[src/rtl/center_pwm_pkg.sv]
package center_pwm_pkg;

  typedef enum logic {
    DIR_UP   = 1'b0,
    DIR_DOWN = 1'b1
  } tb_dir_e;

  typedef enum logic {
    PAIR_COMP  = 1'b0,
    PAIR_INDEP = 1'b1
  } pair_mode_e;

  localparam int CPWM_CNT_W_DEF = 15;
  localparam int CPWM_NCH_DEF   = 3;

endpackage

[src/rtl/center_pwm_timebase.sv]
module center_pwm_timebase
  import center_pwm_pkg::*;
#(
  parameter int CNT_W = CPWM_CNT_W_DEF
) (
  input  logic             clk,
  input  logic             rst_n,
  input  logic             en_i,
  input  logic [CNT_W-1:0] period_i,
  output logic [CNT_W-1:0] cnt_o,
  output logic             zero_evt_o,
  output logic             peak_evt_o
);

  localparam logic [CNT_W-1:0] ONE  = CNT_W'(1);
  localparam logic [CNT_W-1:0] ZERO = '0;

  logic [CNT_W-1:0] cnt_q;
  tb_dir_e          dir_q;
  logic [CNT_W-1:0] cnt_n;
  tb_dir_e          dir_n;
  logic             at_top;
  logic             at_bottom;

  // direction for the next cycle, given the current position
  function automatic tb_dir_e f_next_dir(input logic [CNT_W-1:0] c,
                                         input logic [CNT_W-1:0] p,
                                         input tb_dir_e d);
    if (p == ZERO)                   return DIR_UP;
    else if (d == DIR_UP && c >= p)  return DIR_DOWN;
    else if (d == DIR_DOWN && c == ZERO) return DIR_UP;
    else                             return d;
  endfunction

  // next count value for a given direction to move in
  function automatic logic [CNT_W-1:0] f_next_cnt(input logic [CNT_W-1:0] c,
                                                  input logic [CNT_W-1:0] p,
                                                  input tb_dir_e nd);
    if (p == ZERO)           return ZERO;
    else if (nd == DIR_UP)   return c + ONE;
    else                     return c - ONE;
  endfunction

  assign at_top    = (cnt_q == period_i);
  assign at_bottom = (cnt_q == ZERO);

  always_comb begin
    dir_n = f_next_dir(cnt_q, period_i, dir_q);
    cnt_n = f_next_cnt(cnt_q, period_i, dir_n);
  end

  always_ff @(posedge clk or negedge rst_n) begin
    if (!rst_n) begin
      cnt_q <= ZERO;
      dir_q <= DIR_UP;
    end else if (!en_i) begin
      cnt_q <= ZERO;
      dir_q <= DIR_UP;
    end else begin
      cnt_q <= cnt_n;
      dir_q <= dir_n;
    end
  end

  assign cnt_o      = cnt_q;
  assign zero_evt_o = en_i & at_bottom;
  assign peak_evt_o = en_i & at_top;


  hold_zero_chk: assert property (@(posedge clk) disable iff (!rst_n)
    !en_i |=> (cnt_o == ZERO));


  peak_turn_chk: assert property (@(posedge clk) disable iff (!rst_n)
    (en_i && period_i != ZERO && dir_q == DIR_UP && cnt_q == period_i)
      |=> (cnt_q == $past(cnt_q) - ONE));


  floor_turn_chk: assert property (@(posedge clk) disable iff (!rst_n)
    (en_i && period_i != ZERO && dir_q == DIR_DOWN && cnt_q == ZERO)
      |=> (cnt_q == ONE));

endmodule

[src/rtl/center_pwm_duty.sv]
module center_pwm_duty
  import center_pwm_pkg::*;
#(
  parameter int CNT_W = CPWM_CNT_W_DEF
) (
  input  logic             clk,
  input  logic             rst_n,
  input  logic             en_i,
  input  logic             dbl_i,
  input  logic             zero_evt_i,
  input  logic             peak_evt_i,
  input  logic [CNT_W-1:0] cnt_i,
  input  logic [CNT_W-1:0] period_i,
  input  logic             we_i,
  input  logic [CNT_W-1:0] wdata_i,
  output logic             raw_o
);

  logic [CNT_W-1:0] shadow_q;
  logic [CNT_W-1:0] live_q;
  logic             xfer_evt;
  logic             run_xfer;

  // a channel is active while the count sits below its duty
  function automatic logic f_active(input logic             en,
                                    input logic [CNT_W-1:0] c,
                                    input logic [CNT_W-1:0] d);
    return en && (c < d);
  endfunction

  assign run_xfer = zero_evt_i | (dbl_i & peak_evt_i);
  assign xfer_evt = (!en_i) | run_xfer;

  always_ff @(posedge clk or negedge rst_n) begin
    if (!rst_n)    shadow_q <= '0;
    else if (we_i) shadow_q <= wdata_i;
  end

  always_ff @(posedge clk or negedge rst_n) begin
    if (!rst_n)        live_q <= '0;
    else if (xfer_evt) live_q <= shadow_q;
  end

  assign raw_o = f_active(en_i, cnt_i, live_q);


  idle_copy_chk: assert property (@(posedge clk) disable iff (!rst_n)
    !en_i |=> (live_q == $past(shadow_q)));


  idle_quiet_chk: assert property (@(posedge clk) disable iff (!rst_n)
    !en_i |-> !raw_o);


  peak_copy_chk: assert property (@(posedge clk) disable iff (!rst_n)
    (en_i && dbl_i && cnt_i == period_i) |=> (live_q == $past(shadow_q)));


  zero_copy_chk: assert property (@(posedge clk) disable iff (!rst_n)
    (en_i && cnt_i == '0) |=> (live_q == $past(shadow_q)));


  single_hold_chk: assert property (@(posedge clk) disable iff (!rst_n)
    (en_i && !dbl_i && cnt_i != '0) |=> $stable(live_q));


  duty_zero_chk: assert property (@(posedge clk) disable iff (!rst_n)
    (live_q == '0) |-> !raw_o);


  duty_over_chk: assert property (@(posedge clk) disable iff (!rst_n)
    (en_i && live_q > period_i && cnt_i <= period_i) |-> raw_o);

endmodule

[src/rtl/center_pwm_pair.sv]
module center_pwm_pair
  import center_pwm_pkg::*;
(
  input  logic clk,
  input  logic rst_n,
  input  logic mode_we_i,
  input  logic mode_d_i,
  input  logic raw_i,
  output logic out_h_o,
  output logic out_l_o
);

  pair_mode_e mode_q;

  always_ff @(posedge clk or negedge rst_n) begin
    if (!rst_n)         mode_q <= PAIR_COMP;
    else if (mode_we_i) mode_q <= pair_mode_e'(mode_d_i);
  end

  assign out_h_o = raw_i;
  assign out_l_o = (mode_q == PAIR_COMP) ? ~raw_i : raw_i;


  comp_inv_chk: assert property (@(posedge clk) disable iff (!rst_n)
    (mode_q == PAIR_COMP) |-> (out_l_o != out_h_o));


  indep_same_chk: assert property (@(posedge clk) disable iff (!rst_n)
    (mode_q == PAIR_INDEP) |-> (out_l_o == out_h_o));


  mode_load_chk: assert property (@(posedge clk) disable iff (!rst_n)
    mode_we_i |=> (mode_q == pair_mode_e'($past(mode_d_i))));

endmodule

[src/rtl/center_pwm.sv]
module center_pwm
  import center_pwm_pkg::*;
#(
  parameter int CNT_W = CPWM_CNT_W_DEF,
  parameter int NCH   = CPWM_NCH_DEF
) (
  input  logic             clk,
  input  logic             rst_n,
  input  logic             tb_en,
  input  logic [CNT_W-1:0] period_i,
  input  logic             dbl_upd,
  input  logic [NCH-1:0]   duty_we,
  input  logic [CNT_W-1:0] duty_wdata,
  input  logic             mode_we,
  input  logic [NCH-1:0]   mode_wdata,
  output logic [CNT_W-1:0] cnt_o,
  output logic [NCH-1:0]   pwm_h,
  output logic [NCH-1:0]   pwm_l
);

  logic [CNT_W-1:0] cnt;
  logic             zero_evt;
  logic             peak_evt;
  logic [NCH-1:0]   raw;

  center_pwm_timebase #(.CNT_W(CNT_W)) u_tb (
    .clk        (clk),
    .rst_n      (rst_n),
    .en_i       (tb_en),
    .period_i   (period_i),
    .cnt_o      (cnt),
    .zero_evt_o (zero_evt),
    .peak_evt_o (peak_evt)
  );

  for (genvar k = 0; k < NCH; k++) begin : g_ch
    center_pwm_duty #(.CNT_W(CNT_W)) u_duty (
      .clk        (clk),
      .rst_n      (rst_n),
      .en_i       (tb_en),
      .dbl_i      (dbl_upd),
      .zero_evt_i (zero_evt),
      .peak_evt_i (peak_evt),
      .cnt_i      (cnt),
      .period_i   (period_i),
      .we_i       (duty_we[k]),
      .wdata_i    (duty_wdata),
      .raw_o      (raw[k])
    );

    center_pwm_pair u_pair (
      .clk       (clk),
      .rst_n     (rst_n),
      .mode_we_i (mode_we),
      .mode_d_i  (mode_wdata[k]),
      .raw_i     (raw[k]),
      .out_h_o   (pwm_h[k]),
      .out_l_o   (pwm_l[k])
    );
  end

  assign cnt_o = cnt;


  cnt_bound_chk: assert property (@(posedge clk) disable iff (!rst_n)
    (tb_en && $past(tb_en) && $stable(period_i) && $past(cnt_o) <= period_i)
      |-> (cnt_o <= period_i));

endmodule

[config.mk]
export PLATFORM = sky130hd
export DESIGN_NAME = center_pwm
export DESIGN_NICKNAME = d
export VERILOG_FILES = /design/src/rtl/center_pwm_pkg.sv /design/src/rtl/center_pwm_timebase.sv /design/src/rtl/center_pwm_duty.sv /design/src/rtl/center_pwm_pair.sv /design/src/rtl/center_pwm.sv
export SDC_FILE = /design/constraint.sdc
export NUM_CORES = 1
export LEC_CHECK = 0
export ABC_AREA = 1
export BUFFER_PORTS_ARGS = -buffer_cell sky130_fd_sc_hd__buf_2
export CELL_PAD_IN_SITES_DETAIL_PLACEMENT = 1
export CELL_PAD_IN_SITES_GLOBAL_PLACEMENT = 1
export CORE_ASPECT_RATIO = 1.4
export CORE_UTILIZATION = 41
export DETAILED_ROUTE_END_ITERATION = 10
export PLACE_DENSITY_LB_ADDON = 0.05
export SLEW_MARGIN = 20
export SYNTH_ARGS = -nofsm -noshare
export SYNTH_HDL_FRONTEND = slang
export SYNTH_SLANG_ARGS = --single-unit
[constraint.sdc]
create_clock -name clk -period 3.05 [get_ports clk]
set_clock_uncertainty 0.1 [all_clocks]
set_input_delay 0.61 -clock clk [delete_from_list [all_inputs] [get_ports clk]]
set_output_delay 0.61 -clock clk [all_outputs]
set_load 0.01 [all_outputs]
==> Yosys cells after proc, flatten, opt, wreduce, memory -nomap -nowiden <==
Cells that the tools add are included.
{ "totals": {"wordCells": 45, "reg_bits": 109, "inputBits": 41, "out_inout_bits": 21} }
{ "op_classes": {"n_addsub": 2, "eq_ne": 1, "n_reduce_logical": 8, "bitwise_logic": 9, "magnitude_cmp": 4, "muxes": 10} }
{ "op_table": {"columns": ["operator", "count"], "rows": [
  ["$lt A15 B15 Y1", 3],
  ["$mux W15", 3],
  ["$logic_not A15 Y1", 2],
  ["$add A15 B1 Y15 const B", 1],
  ["$eq A15 B15 Y1", 1],
  ["$ge A15 B15 Y1", 1],
  ["$sub A15 B1 Y15 const B", 1],
  ["$mux W1", 7],
  ["$logic_and A1 B1 Y1", 5],
  ["$not A1 Y1", 4],
  ["$and A1 B1 Y1", 3],
  ["$or A1 B1 Y1", 2],
  ["$logic_not A1 Y1", 1]
]} }

==> Logic depth before layout (Yosys ltp) <==
Gate-level depths: netlist of run 1.
{ "depth": {"depth_word": 8, "ltp_mapped": 22, "mapped_depth_nobuf": 22} }

==> By module <==
From an unflattened synthesis of run 1, not the netlist that was laid out.
{ "hier_totals": {"cells_unflattened": 740, "area_unflattened_um2": 6508.7} }
{ "modules_own_cells": {"columns": ["mod", "cells_each", "n_inst", "area_each_um2", "seq_area_each_um2"], "rows": [
  ["center_pwm_duty", 155, 3, 1536.5, 750.7],
  ["center_pwm_timebase", 242, 1, 1700.4, 400.4],
  ["center_pwm_pair", 11, 3, 66.3, 25.0]
]} }

==> Least setup slack after synthesis of run 1 <==
OpenSTA, ideal clock, no wires.
{ "synth_timing": {"path_kind": "input port to flip-flop", "startpoint": "in period_i[14]", "endpoint": "reg u_tb.cnt_q[9], in the netlist u_tb.cnt_o[9]", "path_slack_ps": -22, "t_required_ps": 2886, "path_stages": 19, "setup_time_ps": 64, "arrival_ps": 2908, "path_buffers": 0, "path_cell_list": "inv_1 > ha_1 > nand2_2 > inv_2 > nand2_1 > nor2_1 > nand2_1 > nand4_1 > nand2_1 > inv_1 > ha_1 > a21oi_2 > nand2_2 > a21oi_4 > inv_2 > a21oi_2 > inv_1 > a21oi_1 > o21a_1"} }
{ "synth_between": {"elab_chain_cells": 7, "word_cells_on_any_way": 8, "cone_classes": "1 x order compare; 5 x mux; 2 x reduce/logical"} }
{ "synth_lines": {"columns": ["item", "line_no", "text"], "rows": [
  ["from (decl)", "center_pwm.sv:10", "input logic [CNT_W-1:0] period_i,"],
  ["$ge A15 B15 Y1", "center_pwm_timebase.sv:30", "else if (d == DIR_UP && c >= p) return DIR_DOWN;"],
  ["$logic_and A1 B1 Y1", "center_pwm_timebase.sv:30", null],
  ["$mux W1", "center_pwm_timebase.sv:30", null],
  ["$mux W1", "center_pwm_timebase.sv:29", "if (p == ZERO) return DIR_UP;"],
  ["$mux W15", "center_pwm_timebase.sv:40", "else if (nd == DIR_UP) return c + ONE;"],
  ["$mux W15 (*)", "center_pwm_timebase.sv:39", "if (p == ZERO) return ZERO;"],
  ["$mux W15 (*)", "center_pwm_timebase.sv:56", "end else if (!en_i) begin"],
  ["to (signal assigned)", "center_pwm_timebase.sv:60", "cnt_q <= cnt_n;"],
  ["to (decl)", "center_pwm_timebase.sv:18", "logic [CNT_W-1:0] cnt_q;"]
]} }
Every way passes the cells marked *; elsewhere a longest branch is shown, timed or not.
A chain may end at the register's enable or synchronous reset.

==> Worst setup path in the final report of run 1 <==
{ "layout_timing": {"startpoint": "reg u_tb.cnt_q[14], in the netlist u_tb.cnt_o[14]", "endpoint": "reg u_tb.cnt_q[9], in the netlist u_tb.cnt_o[9]"} }
{ "layout_between": {"elab_chain_cells": 8, "word_cells_on_any_way": 10, "cone_classes": "1 x order compare; 6 x mux; 3 x reduce/logical"} }
{ "layout_lines": {"columns": ["item", "line_no"], "rows": [
  ["parallel branches: the longest is 3 deep, another holds $ge A15 B15 Y1", null],
  ["$mux W1 (*)", "center_pwm_timebase.sv:30"],
  ["$mux W1 (*)", "center_pwm_timebase.sv:29"],
  ["$mux W15 (*)", "center_pwm_timebase.sv:40"],
  ["$mux W15 (*)", "center_pwm_timebase.sv:39"],
  ["$mux W15 (*)", "center_pwm_timebase.sv:56"]
]} }
Mark *: on every way between the ends.

==> metrics list, run 1 <==
* Status: finished, violations left
- The final reports fail on setup timing.
- Final hold slack: 110 ps
- Cell count after synthesis: 675
* Required time of the critical path: 3250 ps
- Yosys Warn Count: 0
* Number of CTS-inserted buffers: 9
- The number of global-route vias before repair was 5,725.
- For this design the static power due to leakage is 4.03 nW.
- Final worst slack: -63.7 ps
- In the layout the commonest cells are sky130_fd_sc_hd__dfrtp_1, sky130_fd_sc_hd__nand2_1, sky130_fd_sc_hd__inv_1.
- Reg-to-reg critical path startpoint: u_tb.cnt_o[14]
* Number of maximum-capacitance constraint violations: 0
* Root Buffer Master: sky130_fd_sc_hd__clkbuf_16
- The region available for standard cell placement spans 14,600 um^2.
- Total gr overflow: 0
- For this run, the register share of the synthesized area comes to 43.8%.
- Compared with the post-synthesis result, the final layout area differs by 27.3%.
- DRT Pass-1 Iters: 5
* GRT Overall Usage: 23.9%
* Cell area after synthesis: 6230 um^2
- 0 antenna diodes ended up in the layout.
* Sum of internal, switching and leakage power: 0.00717 W
* IR Drop Worst-Case VDD: 0.000382 V
- Maximum clock frequency: 0.321 GHz
* Initial core utilization: 42.5%
* Critical path endpoint category: register
- Cells fill 54.1% of the core in the end.
* Flip-flop and latch count after synthesis: 109
* Final hold violations: 0
* Synthesized Nets: 787
- PwrDens: 905 nW/um^2
* Syn Area/Cell: 9.22 um^2
* NumNets Final: 910
- Walking the worst path, the cells encountered are ha_4, nand2_2, inv_2, nand2_1, nand2_1, a21oi_2, nand4_1, nand2_2, inv_6, buf_4, ha_1, nand3_1, nand2_2, a21oi_4, inv_2, a21oi_4, inv_2, a21oi_2, o21a_1.
* Share of layout cells above drive strength 1: 34.7%
* I/O pin count: 62
* Final HPWL DP: 13,500 um
- Entering global routing, the biggest net connects 49 pins.
- Stage delay of the slowest cell on the critical path: 450 ps
- Fraction of the cycle the final worst path needs: 102%
* Number of distinct library cells after synthesis: 32
* Critical path type: reg2reg
- Final weighted congestion in routability-driven placement: 0.911
* Worst-path clk slew: 80 ps
- Die boundary height: 148 um
- The clock passes through at most 2 buffers.
- Clock tree from TritonCTS: done
- For the finished layout, the period the worst path requires is 3110 ps.
- The first global-routing pass estimated 28,600 um of wire.
- The max-slew violation count was 0.
- Headroom to the max-slew limit came out at 66.0%.
- Once detail routing completed, the nets flagged for antenna violations numbered 0.
- The detailed router finished its first iteration with 161 violations.
* Vias: 5,105
- At the later pin of the worst-skew pair, clock insertion delay measures 360 ps.
- Wires add up to 18,100 um.
* Number of H-tree levels: 3
- Largest delay share family, worst path: compound AO/OA/AOI/OAI gates
- In the final routed layout, each cell accounts on average for 18.3 um.
- STA classifies the critical path startpoint as a register.
- Number of vias per cell: 5.15
- Data arrival time of the critical path: 3310 ps
* Sinks on the clock net: 109
- Chip width: 106 um
* Setup repair after global routing missed its margin: true
- The number of antenna violations at the first check in global routing is 0.
* DIE AREA: 15,700 um^2
- For this run, design rule violations remaining after detail routing come to 0.
- Along the worst path, the maximum fanout reaches 9.
- The slowest stage of the critical path is the sky130_fd_sc_hd__dfrtp_1 cell.
* Number of input and output port buffers inserted: 61
- Number of buffer and inverter stages on the critical path: 5
- Most frequent standard cell in the layout excluding fill and tap cells: sky130_fd_sc_hd__dfrtp_1
- Setup violations remaining at the end of the flow were counted as 3.
* Worst-margin pin slew: 510 ps
- Hold Path Class: in2async
* Startpoint of the worst setup timing path: u_tb.cnt_o[14]
- FP Rows: 52
==> worst paths after layout <==
check | to | slack, ps | cells past startpoint
min | u_tb.cnt_o[2] | 110 | 1
max reg2reg | u_tb.cnt_o[9] | -60 | 19
max in group asynchronous | g_ch[2].u_duty.shadow_q[12] | 2100 | 2
min reg2reg | g_ch[2].u_duty.live_q[4] | 390 | 2
min in group clk | g_ch[2].u_pair.mode_q | 380 | 2
max | u_tb.cnt_o[9] | -60 | 19
==> timing repair <==
item,in CTS,in global routing
buffers inserted,11,5
pin swaps,7,22
endpoints found under the setup margin,11,12
hold buffers,0,0
resized for setup,23,66
endpoints found under the hold margin,0,0
==> synth_stat cells <==
cell type | n | area (um^2)
sky130_fd_sc_hd__a21boi_0 | 1 | 7.51
sky130_fd_sc_hd__a21o_1 | 3 | 22.5
sky130_fd_sc_hd__a21oi_1 | 49 | 245
sky130_fd_sc_hd__a21oi_2 | 5 | 43.8
sky130_fd_sc_hd__a21oi_4 | 1 | 16.3
sky130_fd_sc_hd__a31oi_1 | 1 | 6.26
sky130_fd_sc_hd__buf_2 | 7 | 35.0
sky130_fd_sc_hd__buf_4 | 6 | 45.0
sky130_fd_sc_hd__buf_6 | 6 | 67.6
sky130_fd_sc_hd__clkbuf_1 | 3 | 11.3
sky130_fd_sc_hd__dfrtp_1 | 109 | 2730
sky130_fd_sc_hd__fa_1 | 1 | 20.0
sky130_fd_sc_hd__ha_1 | 70 | 876
sky130_fd_sc_hd__inv_1 | 101 | 379
sky130_fd_sc_hd__inv_2 | 3 | 11.3
sky130_fd_sc_hd__mux2_2 | 45 | 507
sky130_fd_sc_hd__nand2_1 | 113 | 424
sky130_fd_sc_hd__nand2_2 | 2 | 12.5
sky130_fd_sc_hd__nand3_1 | 24 | 120
sky130_fd_sc_hd__nand3_4 | 1 | 17.5
sky130_fd_sc_hd__nand3b_1 | 1 | 7.51
sky130_fd_sc_hd__nand4_1 | 9 | 56.3
sky130_fd_sc_hd__nor2_1 | 29 | 109
sky130_fd_sc_hd__nor3_1 | 8 | 40.0
sky130_fd_sc_hd__nor4_1 | 1 | 6.26
sky130_fd_sc_hd__o21a_1 | 2 | 15.0
sky130_fd_sc_hd__o21ai_0 | 63 | 315
sky130_fd_sc_hd__o21ai_1 | 3 | 15.0
sky130_fd_sc_hd__o21bai_1 | 2 | 15.0
sky130_fd_sc_hd__o31ai_1 | 1 | 7.51
sky130_fd_sc_hd__xnor2_1 | 1 | 8.76
sky130_fd_sc_hd__xor2_1 | 4 | 35.0
==> per-layer routing <==
layer	wire [um]	GRT usage [%]	up-vias
li1	-	-	2479
met4	634	10.9	0
met5	0	0	-
met1	7270	26.4	2504
met2	9860	44.9	81
met3	342	2.82	41
==> flip-flops by register name, indices dropped and copies added (netlist names) <==
name,count
g_ch.u_pair.mode_q,3
g_ch.u_duty.live_q,45
g_ch.u_duty.shadow_q,45
u_tb.cnt_o,15
u_tb.dir_q,1
==> report_power, final <==
group | internal [W] | switching, W | total (W)
clock network | 0.000574 | 0.000594 | 0.00117
registers | 0.00170 | 0.000154 | 0.00185
logic | 0.00186 | 0.00229 | 0.00415
total | 0.00413 | 0.00304 | 0.00717
==> stage by stage <==
| stage | setup slack, ps | instances | setup TNS [ps] | instance area, um^2 |
|---|---|---|---|---|
| detailed placement | -532 | 960 | -4060 | 7080 |
| CTS | 8.14 | 987 | 0 | 7560 |
| global placement | -482 | 960 | -3330 | 7080 |
| global route | -188 | 992 | -1200 | 7930 |
| floorplan | 60.2 | 675 | 0 | 6230 |
| finish | -63.7 | 992 | -98.8 | 7930 |
==> cell type report <==
cell class,instances,area [um^2]
Fill cell,1693,6710
Multi-Input combinational cell,440,3370
Sequential cell,109,2730
Timing Repair Buffer,134,901
Inverter,104,395
Tap cell,189,236
Clock buffer,9,225
Clock inverter,7,68.8
==> kinds of logic (layout without fill, tap and decap cells) <==
family	after synthesis	after routing	share of synthesized area, %
flops	109	109	43.8
xor+xnor	5	5	0.703
mux	45	45	8.14
buf+inv	126	254	8.82
fa+ha+maj	71	71	14.4
simple gates	188	188	12.7
compound gates	131	131	11.4
Power figures use the tool's default switching activity.
==> run 2, diff against run 1 <==
SKIP_LAST_GASP = 1   (was unset)
==> run 2 against run 1 <==
Compared with the run above:
- the flow still finishes with violations (setup timing)
- sequential power about the same
- worst hold slack about the same
- clock-buffer cell count unchanged
- maximum frequency down 0.12%
- utilization down 0.085 points
- wire length unchanged
- via count up 0.31%
- die area unchanged
- worst setup slack worse by 3.8 ps
- critical path depth unchanged
==> metrics list, run 2 (synthesized netlist as in run 1, its figures left out) <==
- The run finished, with violations left.
* Violations in the final reports: setup timing
- Row generation in the floorplan step produced 52 rows.
* Number of global-route vias before repair: 5,725
* Setup repair after global routing missed its margin: true
* IR Drop Worst-Case VDD: 0.000358 V
* Maximum clock frequency: 0.321 GHz
- After clock tree synthesis, the clock-pin slew on the worst setup and hold paths is 80 ps.
- PwrDens: 905 nW/um^2
- The worst setup path is of the reg2reg kind.
- After detailed routing, the average wire length per cell comes to 18.3 um.
- Antenna violations before repair: 0
* Critical path endpoint category: register
* Slew Limit Fails: 0
- The clock passes through at most 2 buffers.
- Setup violations remaining at the end of the flow were counted as 3.
- Layout overhead on the synthesized area: 27.1%
- At the worst endpoint, the arrival time is 3310 ps.
- The worst setup path is launched from a register.
- Final hold slack: 111 ps
- Length of routed wiring on met1: 7250 um
- Root Buffer Master: sky130_fd_sc_hd__clkbuf_16
- In the final layout, the registers with the most flip-flops are g_ch.u_duty.live_q x45, g_ch.u_duty.shadow_q x45, u_tb.cnt_o x15.
* Fraction of the cycle the final worst path needs: 102%
- Per report_power, the sequential group accounts for 25.9% of the total.
- The count of cells in the finished layout, fillers not included, comes to 992.
- The internal power of the cells totals 0.00412 W.
* DIE AREA: 15,700 um^2
- Vias: 5,121
* Chip width: 106 um
- Combinational fraction of design power: 57.8%
- Post-route setup TNS: -107 ps
- For this block, the initial DRC count from the detailed router was 170.
- Sinks on the clock net: 109
- Post-route minimum period: 3120 ps
* Static Leakage: 4.03 nW
- Final weighted congestion in routability-driven placement: 0.911
- Number of input and output port buffers inserted: 61
- Met2 wirelength from detailed routing: 9860 um
- First-pass GRT wire length: 28,600 um
- Clock tree from TritonCTS: done
- Final worst slack: -67.5 ps
* NumNets Final: 910
- At the pin with the least slew margin, the transition time is 508 ps.
- For this block, the routed nets add up to 18,100 um of wire.
* Final HPWL DP: 13,500 um
- Worst-path maximum fanout: 9
* Most frequent standard cell in the layout excluding fill and tap cells: sky130_fd_sc_hd__dfrtp_1
- Worst-Skew Late Latency: 360 ps
- Placed Cells incl. Taps: 960
- Hold Path Class: in2async
* Pin count of the biggest net entering global routing: 49
- Of the total power, the share spent switching nets is 42.4%.
* Detailed-route DRC error count: 0
* Number of CTS-inserted buffers: 9
- I/O pin count: 62
- Total gr overflow: 0
- Cells with a size suffix above 1 make up 34.6% of the layout.
- The top cell types in the final layout, fill and taps aside, are sky130_fd_sc_hd__dfrtp_1, sky130_fd_sc_hd__nand2_1, sky130_fd_sc_hd__inv_1.
* Initial core utilization: 42.5%
* Antenna Nets Post-Route: 0
- Net switching power: 0.00304 W
- Count of inserted antenna diode cells: 0
* Final hold violations: 0
- The tool flagged a number of max-cap violations equal to 0.
- Worst slew margin: 66.1%
- Dividing the detail-routed via count by the number of cells gives 5.16.
- Cells fill 54.1% of the core in the end.
* Number of H-tree levels: 3
- Routed wl met3: 361 um
- Core region area: 14,600 um^2
* GRT Overall Usage: 23.9%
* Die boundary height: 148 um
- The first TritonRoute pass finished after 5 iterations.
- Clock power share: 16.3%
- STA puts the critical path data required time at 3250 ps.
* Top layer used by detailed routing: met4
-- run 2: critical path: stages (launching register included) --
cell                      delay (ps)
sky130_fd_sc_hd__dfrtp_1         450
sky130_fd_sc_hd__ha_4            250
sky130_fd_sc_hd__nand2_2          90
sky130_fd_sc_hd__inv_2            40
sky130_fd_sc_hd__nand2_1          60
sky130_fd_sc_hd__nand2_1          70
sky130_fd_sc_hd__a21oi_2         190
sky130_fd_sc_hd__nand4_1         180
sky130_fd_sc_hd__nand2_2         180
sky130_fd_sc_hd__inv_6            80
sky130_fd_sc_hd__buf_4           130
sky130_fd_sc_hd__ha_1            260
sky130_fd_sc_hd__nand3_1          80
sky130_fd_sc_hd__nand2_2          80
sky130_fd_sc_hd__a21oi_4         210
sky130_fd_sc_hd__inv_2            80
sky130_fd_sc_hd__a21oi_4         180
sky130_fd_sc_hd__inv_2            60
sky130_fd_sc_hd__a21oi_2         130
sky130_fd_sc_hd__o21a_1          140
-- run 2: layout make-up --
type                    instances  area [um^2]
fillers                      1698         6730
clock inverters                 7         68.8
well taps                     189          236
multi-input cells             440         3360
flip-flops and latches        109         2730
clock buffers                   9          225
repair buffers                134          901
inverters                     104          395
-- run 2: metal layers --
metal  vias up  GRT usage (%)
li1       2479              -
met3        41           2.82
met4         0           10.9
met1      2514           26.4
met5         -              0
met2        87           44.9
-- run 2: power groups by stage --
stage	Sequential, W	Clock [W]	Combinational, W
floorplan	0.00192	0	0.00185
global route	0.00188	0.00124	0.00457
CTS	0.00184	0.00120	0.00361
detailed placement	0.00186	0	0.00336
finish	0.00185	0.00117	0.00414
global placement	0.00185	0	0.00319
-- run 2: path summary, 6_finish.rpt --
check / startpoint / endpoint / slack, ps / cells after the start
worst max-delay path: u_tb.cnt_o[14] / u_tb.cnt_o[9] / -70 / 19
max in group asynchronous: rst_n / g_ch[2].u_duty.shadow_q[12] / 2100 / 2
worst max register to register: u_tb.cnt_o[14] / u_tb.cnt_o[9] / -70 / 19
worst min register to register: g_ch[2].u_duty.shadow_q[4] / g_ch[2].u_duty.live_q[4] / 390 / 2
worst min-delay path: rst_n / u_tb.cnt_o[2] / 110 / 1
min in group clk: mode_wdata[2] / g_ch[2].u_pair.mode_q / 380 / 2
-- run 2: repair_timing --
item                       CTS  global route
hold buffers                 0             0
gates resized for setup     23            63
setup endpoints to repair   11            12
buffers inserted            11             5
pin swaps                    7            22
-- run 2: through the flow --
stage	setup slack [ps]	total power, W	cell area, um^2
3_5_place_dp	-532	0.00523	7080
5_1_grt	-189	0.00768	7910
6_report	-67.5	0.00716	7910
4_1_cts	8.14	0.00665	7560
3_3_place_gp	-482	0.00505	7080
2_1_floorplan	60.2	0.00377	6230
==> run 3, diff against run 2 <==
CORE_UTILIZATION = 35   (was 41)
==> run 3 against run 2 <==
Compared with the run above:
- the run still ends with setup timing left
- largest cell class unchanged
- global-route usage is 3.1 points lower
- largest power group unchanged
- first-iteration DRC count is 27% lower
- clock-buffer cell count rose by 1
- worst setup slack better by 36 ps
- sequential power barely moved
- utilization decreased by 7.9 points
- critical path depth up 1
- sequential share of layout area decreased by 0.54 points
- maximum frequency is 1.2% higher
- critical endpoint is now u_tb.cnt_o[11]
- worst hold slack better by 140 ps
- non-clock buffer count fell by 4
==> metrics list, run 3 (synthesized netlist as in run 1, its figures left out) <==
- Status: finished, violations left
- The final reports fail on setup timing.
* Post-route cell area: 8030 um^2
- Largest delay share family, worst path: simple AND/OR/NAND/NOR gates
- Data arrives at the worst endpoint at 3270 ps.
- The number of antenna diodes in the final layout is 0.
- For the pin with the worst max-slew slack, the measured transition is 844 ps.
- On the critical path, the stage with the largest delay is an instance of sky130_fd_sc_hd__dfrtp_1.
- Final weighted congestion in routability-driven placement: 0.830
- After detailed placement, the design holds a cell count of 1,011.
- The number of antenna violations at the first check in global routing was 0.
* Setup repair after global routing missed its margin: true
- Across the VDD grid, the largest voltage drop is 0.000384 V.
- Worst-Skew Late Latency: 350 ps
* Post-route setup TNS: -57.9 ps
* Worst R2R Setup Slack: -30 ps
* Slew Limit Fails: 0
- Critical path launch point type: register
- The tightest min-delay check is of the in2async type.
- Switching Fraction: 42.4%
- 62 I/O pins were placed.
- Stage delay of the slowest cell on the critical path: 390 ps
- Number of H-tree levels: 3
* Worst-path maximum fanout: 5
* Number of vias per cell: 4.88
- PwrDens: 911 nW/um^2
* Internal portion of total power: 0.00422 W
- Cell Count, Final, Fillers Out: 1,035
* Sinks on the clock net: 109
* Net switching power: 0.00310 W
- The core region is 17,400 um^2.
- Critical path endpoint category: register
* Total detailed-routing wirelength: 18,100 um
- Based on the critical path, the design can be clocked at up to 0.325 GHz.
- Pin count of the biggest net entering global routing: 61
- Once the floorplan was initialized, standard cells occupied 35.8% of the core.
- The clock network accounts for 15.6% of the total power.
- First-pass GRT wire length: 29,000 um
- Root Buffer Master: sky130_fd_sc_hd__clkbuf_16
- Antenna Nets Post-Route: 0
* Final hold slack: 253 ps
- The floorplan has 57 rows.
- The signal on the critical path passes through ha_1, nand2_2, inv_2, nand2_2, nand2_2, a21oi_2, nand4_1, nand2_2, clkinv_4, buf_6, ha_4, a21oi_2, nand2_2, a21oi_4, inv_2, a21oi_4, o21ai_2, nand2_1, nand2_1, nor2_1.
- Final hold violations: 0
- Clock-pin slew was measured on the worst setup and hold paths at 80 ps.
- The floorplan step set the die height to 160 um.
- Registers with the most flip-flops: g_ch.u_duty.live_q x45, g_ch.u_duty.shadow_q x45, u_tb.cnt_o x15
- CTS hold repair buffers: 0
- The tool flagged a number of max-cap violations equal to 0.
- The pre-antenna-repair detailed-routing pass consisted of 4 iterations.
* Critical path type: reg2reg
* DIE AREA: 18,300 um^2
- First DRT Iteration DRCs: 124
- NumNets Final: 907
- For this run, global-route usage on met3 was measured as 1.75%.
* Number of buffer and inverter stages on the critical path: 4
* Finished Core Util: 46.1%
- After layout, the worst path uses 101% of the clock period.
* Global routing usage on met1: 24.6%
- Share of layout cells above drive strength 1: 34.5%
* WL/cell: 17.5 um
* Final worst slack: -31.4 ps
- In this run, flip-flops and latches consume 25.1% of the power.
* Leading cell types in the layout, fill and taps excluded: sky130_fd_sc_hd__dfrtp_1, sky130_fd_sc_hd__nand2_1, sky130_fd_sc_hd__inv_1
- After detailed routing, the number of remaining DRC violations is 0.
* GRT Overall Usage: 20.7%
- Most used cell along the critical path: sky130_fd_sc_hd__nand2_2
* Fillers: 2,031
* Busiest layer in global routing: met2
* Required time of the critical path: 3240 ps
- The placed instances occupy a cell area of 7150 um^2.
* Post-route minimum period: 3080 ps
- TritonCTS built the clock tree.
- Number of global-route vias before repair: 5,588
* Count of endpoints failing setup in the final report: 2
* Vias: 5,049
- Worst slew margin: 43.7%
* Number of input and output port buffers inserted: 61
- GR Layer Usage met2: 39.0%
- Clk buf depth: 2
- Most frequent standard cell in the layout excluding fill and tap cells: sky130_fd_sc_hd__dfrtp_1
- Total gr overflow: 0
- In this run, the combinational gates consume 59.3% of the power.
* Layout overhead on the synthesized area: 29.0%
- The die is 115 um wide.
* Number of CTS-inserted buffers: 9
- Static Leakage: 4.02 nW
- Final HPWL DP: 13,600 um
## run 3: power groups by stage
| stage | combinational, W | sequential (W) | clock, W |
|---|---|---|---|
| 6_report | 0.00434 | 0.00184 | 0.00114 |
| 3_5_place_dp | 0.00345 | 0.00185 | 0 |
| 4_1_cts | 0.00358 | 0.00183 | 0.00118 |
| 3_3_place_gp | 0.00336 | 0.00184 | 0 |
| 2_1_floorplan | 0.00185 | 0.00192 | 0 |
| 5_1_grt | 0.00481 | 0.00187 | 0.00123 |
## run 3: per-layer routing
metal  share of wire, %  wire length, um  vias up
met1                 41             7440     2509
met3                1.3              235       23
met4                2.1              389        0
met5                  0                0        -
met2                 56            10100       52
li1                   -                -     2465
## run 3: worst paths after layout
path,from,to,depth (start not counted)
max in group asynchronous,rst_n,g_ch[2].u_duty.live_q[5],2
setup reg to reg,u_tb.cnt_o[13],u_tb.cnt_o[11],20
setup / recovery,u_tb.cnt_o[13],u_tb.cnt_o[11],20
hold / removal,rst_n,u_tb.cnt_o[0],1
hold reg to reg,g_ch[0].u_duty.shadow_q[2],g_ch[0].u_duty.live_q[2],2
min in group clk,g_ch[0].u_duty.shadow_q[2],g_ch[0].u_duty.live_q[2],2
## run 3: what timing repair did
| action | CTS | global route |
|---|---|---|
| setup buffers | 0 | 9 |
| setup endpoints to repair | 16 | 13 |
| pin swaps | 5 | 34 |
| gates resized for setup | 25 | 87 |
| gates cloned | 0 | 1 |
## run 3: area by class of cell
| class | instances | area [um^2] | area share (%) |
|---|---|---|---|
| inverters | 104 | 395 | 4.92 |
| multi-input cells | 440 | 3460 | 43.1 |
| clock inverters | 5 | 45.0 | 0.561 |
| well taps | 236 | 295 | 3.68 |
| repair buffers | 130 | 870 | 10.8 |
| repair inverters | 1 | 11.3 | 0.140 |
| flip-flops and latches | 109 | 2730 | 34.0 |
| clock buffers | 10 | 229 | 2.85 |
## run 3: per-stage QoR
stage	setup WS [ps]	total power (W)
global placement	-483	0.00520
global route	-230	0.00790
finish	-31.4	0.00732
floorplan	60.2	0.00377
CTS	-13.9	0.00659
detailed placement	-563	0.00531
